`src/rtl/svm4_duty_ticks.sv`:
```
module svm4_duty_ticks #(
  parameter int FRAC = 14,
  parameter int PW   = 16
) (
  input  logic                   clk,
  input  logic                   rst_n,
  input  logic                   in_valid,
  input  logic [5:0]             region_code,
  input  logic signed [FRAC+1:0] ref_a,
  input  logic signed [FRAC+1:0] ref_b,
  input  logic signed [FRAC+1:0] ref_c,
  input  logic [PW-1:0]          period,
  output logic                   out_valid,
  output logic [PW-1:0]          ticks_zero,
  output logic [PW-1:0]          ticks_1,
  output logic [PW-1:0]          ticks_2,
  output logic [PW-1:0]          ticks_3
);
  localparam int W  = FRAC + 2;
  localparam int DW = FRAC + 1;
  localparam logic signed [W:0] ONE_S = (W+1)'(1 << FRAC);

  logic [1:0] rk_a, rk_b, rk_c;
  assign rk_a = 2'(region_code[0]) + 2'(region_code[3]) + 2'(region_code[5]);
  assign rk_b = 2'(region_code[1]) + 2'(!region_code[3]) + 2'(region_code[4]);
  assign rk_c = 2'(region_code[2]) + 2'(!region_code[4]) + 2'(!region_code[5]);

  logic signed [W-1:0] ord [4];
  always_comb begin
    for (int r = 0; r < 4; r++) begin
      ord[r] = ((rk_a == 2'(r)) ? ref_a : '0)
             | ((rk_b == 2'(r)) ? ref_b : '0)
             | ((rk_c == 2'(r)) ? ref_c : '0);
    end
  end

  function automatic logic [DW-1:0] clamp_duty(input logic signed [W:0] x);
    if (x < 0)          return '0;
    else if (x > ONE_S) return ONE_S[DW-1:0];
    else                return x[DW-1:0];
  endfunction

  logic signed [W:0] gap [3];
  assign gap[0] = {ord[3][W-1], ord[3]} - {ord[2][W-1], ord[2]};
  assign gap[1] = {ord[2][W-1], ord[2]} - {ord[1][W-1], ord[1]};
  assign gap[2] = {ord[1][W-1], ord[1]} - {ord[0][W-1], ord[0]};

  logic          v1;
  logic [DW-1:0] duty_q [3];
  logic [PW-1:0] per_q;

  always_ff @(posedge clk) begin
    if (!rst_n) begin
      v1 <= 1'b0;
      per_q <= '0;
      for (int i = 0; i < 3; i++) duty_q[i] <= '0;
    end else begin
      v1 <= in_valid;
      if (in_valid) begin
        per_q <= period;
        for (int i = 0; i < 3; i++) duty_q[i] <= clamp_duty(gap[i]);
      end
    end
  end

  logic [PW-1:0] act [3];
  genvar g;
  generate
    for (g = 0; g < 3; g++) begin : g_scale
      logic [DW+PW-1:0] prod;
      assign prod   = (DW+PW)'(duty_q[g]) * (DW+PW)'(per_q);
      assign act[g] = prod[FRAC+PW-1:FRAC];
    end
  endgenerate

  logic [PW+1:0] act_sum;
  logic [PW-1:0] rest;
  assign act_sum = (PW+2)'(act[0]) + (PW+2)'(act[1]) + (PW+2)'(act[2]);
  assign rest    = (act_sum > (PW+2)'(per_q)) ? '0 : per_q - act_sum[PW-1:0];

  always_ff @(posedge clk) begin
    if (!rst_n) begin
      out_valid  <= 1'b0;
      ticks_zero <= '0;
      ticks_1    <= '0;
      ticks_2    <= '0;
      ticks_3    <= '0;
    end else begin
      out_valid <= v1;
      if (v1) begin
        ticks_zero <= rest;
        ticks_1    <= act[0];
        ticks_2    <= act[1];
        ticks_3    <= act[2];
      end
    end
  end
endmodule

```
`config.mk`:
```
export PLATFORM = sky130hd
export DESIGN_NAME = svm4_duty_ticks
export DESIGN_NICKNAME = d
export VERILOG_FILES = /design/src/rtl/svm4_duty_ticks.sv
export SDC_FILE = /design/constraint.sdc
export NUM_CORES = 2
export LEC_CHECK = 0
export BUFFER_PORTS_ARGS = -buffer_cell sky130_fd_sc_hd__buf_2
export CORE_AREA = 2 2 243 245
export CTS_BUF_LIST = sky130_fd_sc_hd__clkbuf_4
export CTS_CLUSTER_SIZE = 28
export DETAILED_ROUTE_END_ITERATION = 12
export DIE_AREA = 0 0 245 247
export GPL_ROUTABILITY_DRIVEN = 0
export PLACE_DENSITY = 0.75
export SYNTH_ARGS = -nofsm -noshare
export SYNTH_HDL_FRONTEND = slang
export SYNTH_SLANG_ARGS = --single-unit
```
`constraint.sdc`:
```
create_clock -name clk -period 14.9 [get_ports clk]
set_clock_uncertainty 0.05 [all_clocks]
set_input_delay 2.98 -clock clk [delete_from_list [all_inputs] [get_ports clk]]
set_output_delay 2.98 -clock clk [all_outputs]
set_load 0.01 [all_outputs]
```
# ---- After elaboration in Yosys (flattened, before gate mapping)
# Memories as Yosys holds them, arrays and structs flattened.
# Cells that the tools add are included.
dict set report totals {
  regBits 82
  mem_count 1
  ramBits 45
}
# name depth word_bits read_ports rd_ports_with_merged_regs write_ports line
set memory_table {}
lappend memory_table {duty_q 3 15 3 0 3 49} ;# logic [DW-1:0] duty_q [3];
dict set report op_classes {
  order_cmp 7
  muxes 32
  bitwise 11
  n_reduce_logical 6
  mul 3
  eq_ne 9
  n_addsub 12
}
# operator n
set ops {}
lappend ops {{15-bit 2-to-1 mux} 15}
lappend ops {{16-bit 2-to-1 mux} 13}
lappend ops {{16-bit bitwise OR} 8}
lappend ops {{15-bit by 16-bit multiplier with 30-bit output} 3}
lappend ops {{17-bit by 16-bit greater-than comparator with 1-bit output, second input constant} 3}
lappend ops {{17-bit by 1-bit less-than comparator with 1-bit output, second input constant} 3}
lappend ops {{16-bit by 16-bit subtractor with 17-bit output} 3}
lappend ops {{17-bit by 16-bit adder with 18-bit output} 1}
lappend ops {{18-bit by 16-bit greater-than comparator with 1-bit output} 1}
lappend ops {{16-bit by 16-bit adder with 17-bit output} 1}
lappend ops {{16-bit subtractor} 1}
lappend ops {{2-bit equality test, second input constant} 6}
lappend ops {{1-bit by 1-bit adder with 2-bit output} 3}
lappend ops {{2-bit by 1-bit adder with 2-bit output} 3}
lappend ops {{2-bit by 1-bit equality test with 1-bit output, second input constant} 3}
lappend ops {{2-bit logical NOT} 3}
lappend ops {{1-bit 2-to-1 mux} 4}
lappend ops {{1-bit logical NOT} 3}
lappend ops {{1-bit bitwise OR} 3}

# ---- Depth between registers and ports, before layout
dict set report depth {
  depth_word 14
  ltp_mapped 45
}

# ---- Worst setup path before layout
# No wires, ideal clock.
dict set report synth_timing {
  path_type {reg2reg}
  start {register per_q[12]}
  end {register ticks_zero[14]}
  arrival_time_ns 10.131
  setup_slack_ns 4.644
  stages_incl_launch_ff 42
  path_buffers 3
  synth_period_minus_slack_ns 10.256
  cell_sequence {dfxtp_1 > clkbuf_1 > clkbuf_1 > and2_1 > fa_1 > inv_1 > fa_1 > inv_1 > fa_1 > fa_1 > fa_1 > inv_1 > fa_1 > inv_1 > ha_1 > nand4_1 > a211oi_1 > a21oi_1 > [... 6 more ...] > inv_1 > ha_1 > or2_2 > o31a_1 > a31o_2 > a21o_1 > a31oi_1 > o21bai_1 > a21oi_1 > xnor2_1 > ha_1 > inv_1 > or3_1 > or4_1 > a22oi_1 > clkbuf_1 > o21ai_0 > a21boi_0}
}
dict set report synth_via {
  elab_chain_len 5
  elab_cells_between_ends 8
}
# element line
set synth_lines {}
lappend synth_lines {{start, declared} 50} ;# logic [PW-1:0] per_q;
lappend synth_lines {{start signal, assigned} 60} ;# per_q <= period;
lappend synth_lines {{15-bit by 16-bit multiplier with 30-bit output} 71} ;# assign prod = (DW+PW)'(duty_q[g]) * (DW+PW)'(per_q);
lappend synth_lines {{16-bit by 16-bit adder with 17-bit output} 78} ;# assign act_sum = (PW+2)'(act[0]) + (PW+2)'(act[1]) + (PW+2)'(act[2]);
lappend synth_lines {{17-bit by 16-bit adder with 18-bit output} 78}
lappend synth_lines {{16-bit subtractor or 18-bit by 16-bit greater-than comparator with 1-bit output (tied branches)} 79} ;# assign rest = (act_sum > (PW+2)'(per_q)) ? '0 : per_q - act_sum[PW-1:0];
lappend synth_lines {{16-bit 2-to-1 mux (*)} 79}
lappend synth_lines {{end signal, assigned} 91} ;# ticks_zero <= rest;
lappend synth_lines {{end, declared} 14} ;# output logic [PW-1:0] ticks_zero,
# Mark *: on every way between the ends. The rest lies on a longest branch, timed or not.
# A chain may end at the register's enable or synchronous reset.

# ---- Worst setup path in the final report
dict set report layout_timing {
  start {register per_q[13]}
  end {register ticks_zero[14]}
}
# Same word-level chain as after synthesis.

==> qor_table.md <==
| Step | Metric | Value |
| --- | --- | --- |
| cts | Clock-pin slew on the worst setup and hold paths | 0.14 ns |
| grt | Initial antenna violation count | 5 |
| synth | Number of synthesis warnings | 0 |
| cts | Clock buffer depth | 2 |
| cts | Post-CTS setup-driven buffer insertion count | 0 |
| finish | Layout Area Growth over Synthesis | 4.71% |
| pwr | Proportion of total power due to net switching | 55.1% |
| synth | Number of synthesized flops with an enable pin | 45 |
| finish | Filler cell count in the final layout | 5081 |
| floorplan | Placement row count | 89 |
| hold path | Type of the worst min-delay path | reg -> reg |
| pwr | Net switching power | 2.87 mW |
| timing | RSZ-0062 raised after global routing | false |
| timing | Number of setup violations in the final report | 0 |
| pwr | Part of the total power dissipated in combinational logic | 84.5% |
| critical path | Library cell contributing the largest single delay on the critical path | sky130_fd_sc_hd__a22oi_1 |
| grt | Maximum number of pins on one net before global-route repair | 71 |
| timing | Slew at the pin closest to its max-slew limit | 1.43 ns |
| pwr | Int Pwr | 2.34 mW |
| floorplan | Die width | 245 um |
| cts | H-tree levels | 4 |
| cts | Post-cts sizing count | 0 |
| route | Vias per std cell | 5.73 |
| synth | #FFs+latches synth | 127 |
| synth | Syn Area/Cell | 8.63 um^2 |
| timing | Final hold vios | 0 |
| finish | Most common cell after layout, fill and taps aside | sky130_fd_sc_hd__inv_1 |
| finish | Final layout net count | 4845 |
| finish | Final cell count without fillers | 4646 |
| timing | Total negative setup slack | 0 ns |
| finish | Leading cell types in the layout, fill and taps excluded | 722 x sky130_fd_sc_hd__inv_1, 558 x sky130_fd_sc_hd__fa_1, 457 x sky130_fd_sc_hd__nand2_1, 443 x sky130_fd_sc_hd__and2_1, 358 x sky130_fd_sc_hd__ha_1 |
| pwr | Clock power frac | 5.4% |
| status | Run status | complete, no violations |
| critical path | CP Launch Type | register |
| pwr | Sequential group share of total power | 10.2% |
| timing | Max Fclk | 0.0814 GHz |
| critical path | Maximum fanout count along the critical path | 33 |
| critical path | Most numerous cell on the critical path | sky130_fd_sc_hd__fa_1 |
| synth | Gate count after technology mapping | 3851 |
| critical path | Longest individual stage delay on the worst path | 1.08 ns |
| route | Antenna Violating Nets Remaining | 0 |
| cts | Clock tree from TritonCTS | done |
| cts | Cts bufs inserted | 17 |
| critical path | CP Capture Type | register |
| synth | Sequential fraction of the synthesis area | 9.00% |
| grt | Wire length of the first global-routing pass | 143000 um |
| route | Total wire length after detailed routing | 87800 um |
| route | DRT iter0 DRCs | 2150 |
| critical path | Type of the setup path with the least slack | reg -> reg |
| grt | Number of global-route vias before repair | 27400 |
| critical path | Worst Path Arrival | 12.85 ns |
| pwr | Post-layout power | 5.20 mW |
| placement | Placed Cells incl. Taps | 4610 |
| timing | Final period util | 82.4% |
| cts | Clock tree sinks | 127 |
| synth | Yosys cell types | 74 |
| route | Routed len/inst | 18.9 um |
| grt | Layer with the highest usage after global routing | met2 |
| timing | Worst-case headroom to the max-slew limit | 4.90% |
| floorplan | Effective utilization at floorplan | 57.1% |
| finish | Design area | 0.0348 mm^2 |
| cts | Clock root buffer | sky130_fd_sc_hd__clkbuf_4 |
| critical path | Required time of the critical path | 15.47 ns |
| timing | Hold slack | 0.422 ns |
| route | Number of remaining DRC errors | 0 |
| pwr | Leakage power | 17.8 nW |
| placement | Total half-perimeter wirelength after legalization and detailed placement | 68800 um |
| floorplan | Core area | 0.0582 mm^2 |
| route | DR vias | 26600 |
| timing | Final slew viol count | 0 |
| grt | Total track usage | 30.3% |
| synth | Mapped Area | 0.0332 mm^2 |
| grt | Met3 track utilization from global routing | 5.80% |
| floorplan | Height of the chip | 247 um |
| grt | Met1 global-route usage | 38.1% |
| synth | Nets in the synthesized netlist | 4840 |
| floorplan | Total Die Area | 0.0605 mm^2 |
| pwr | Worst vdd rail ir drop | 0.293 mV |
| pwr | Power density over the cells | 149 mW/mm^2 |
| cts | Insertion delay to the later sink of the worst-skew pair | 0.72 ns |
| cts | Post-cts hold buffer count | 0 |
| timing | Minimum clock period after layout | 12.28 ns |
| grt | Remaining Overflow, GRT | 0 |
| hold path | Min-Delay Path Depth | 2 |
| grt | Met2 Use GR | 51.5% |
| flow run | Number of max-cap violations | 0 |
| route | Drt pass-1 iters | 6 |
| critical path | Depth of the worst register-to-register path | 38 |
| finish | Fraction of final layout cells with drive strength greater than 1 | 6.33% |
| synth | Async set-or-reset flop fraction in the synthesized netlist | 0% |
| placement | Count of port buffers added during placement | 137 |
| synth | Main flop type after synthesis | sky130_fd_sc_hd__dfxtp_1 |
| floorplan | IO Pins | 138 |
| placement | Placed Instance Area | 0.0345 mm^2 |
-- path summary, 6_finish.rpt --
kind               from        endpoint  slack, ns
max           per_q[13]  ticks_zero[14]       2.62
min          ticks_3[3]      ticks_3[3]       0.42
max reg2reg   per_q[13]  ticks_zero[14]       2.62
min reg2reg  ticks_3[3]      ticks_3[3]       0.42
-- registers in the layout, summed over array words and instances (netlist names) --
signal	count
ticks_1	16
duty_q	45
v1	1
ticks_zero	16
ticks_2	16
out_valid	1
ticks_3	16
per_q	16
-- layer usage --
layer	part of all wire (%)	up-vias	routed length [um]
met3	7.1	215	6260
li1	-	12200	-
met1	40	13300	35500
met5	0.015	-	13
met4	4.1	2	3560
met2	48	946	42400
-- Yosys cell counts, drive strengths merged (8+ instances only) --
library cell,number,area share [%]
and2,444,8.4
ha,358,13
or2,14,0.26
nand4,13,0.24
o31ai,15,0.34
o211ai,15,0.34
a21boi,18,0.41
inv,722,8.2
o21ai,78,1.2
nand3b,11,0.25
nor4,9,0.17
clkbuf,188,2.1
a21o,36,0.82
edfxtp,45,4.1
mux2i,21,0.63
nor2,83,0.94
a22oi,63,1.4
nor3b,8,0.18
xor2,37,0.97
nand2,457,5.2
nor3,36,0.54
or3,12,0.23
fa,558,34
nor2b,67,1.3
xnor2,64,1.7
a32o,15,0.45
a211oi,28,0.63
a31oi,13,0.24
dfxtp,82,4.9
o21a,33,0.75
a21oi,99,1.5
o21bai,10,0.23
nand3,53,0.80
nand2b,12,0.23
o2111ai,10,0.26
and3,21,0.40
-- power groups by stage --
stage | Clock (mW) | Combinational (mW) | Sequential [mW]
floorplan | 0 | 3.37 | 0.461
global placement | 0 | 4.23 | 0.533
detailed placement | 0 | 4.32 | 0.534
CTS | 0.286 | 4.35 | 0.526
global route | 0.293 | 4.94 | 0.538
finish | 0.279 | 4.39 | 0.528
-- cell families (layout without fill, tap and decap cells) --
logic type                 count (synthesis)  after routing  synth area share (%)
adders and majority gates                916            916                  47.1
and+or+nand+nor                         1261           1261                  19.6
other                                      0              4                     0
DFF                                      127            127                  9.00
buffers and inverters                    914            932                  10.3
AOI/OAI and AO/OA                        509            509                  10.6
xor gates and xnor gates                 101            101                  2.66
muxes                                     23             23                 0.700
-- area by class of cell --
type | count | area [um^2] | share of cell area [%]
clock buffers | 19 | 143 | 0.410
inverters | 723 | 2710 | 7.80
clock inverters | 13 | 163 | 0.467
flip-flops and latches | 127 | 3000 | 8.61
repair buffers | 177 | 998 | 2.87
multi-input cells | 2810 | 26800 | 77.0
diodes | 4 | 10.0 | 0.0288
well taps | 773 | 967 | 2.78
-- metrics by stage --
step | utilization, % | worst slack, ns
after floorplan | - | 4.64
after global routing | 59.8 | 1.97
final | 59.8 | 2.62
after CTS | 59.7 | 2.79
after detailed placement | 59.2 | 2.90
after global placement | 59.2 | 3.10
-- critical path: cells and delay by family (launching register included) --
kind | cells | cell delay, ns
and+or+nand+nor | 6 | 1.90
DFF | 1 | 0.76
adders and majority gates | 10 | 4.15
xor gates and xnor gates | 2 | 0.61
AOI/OAI and AO/OA | 13 | 3.76
buffers and inverters | 7 | 0.93
(Power assumes the default switching activity.)
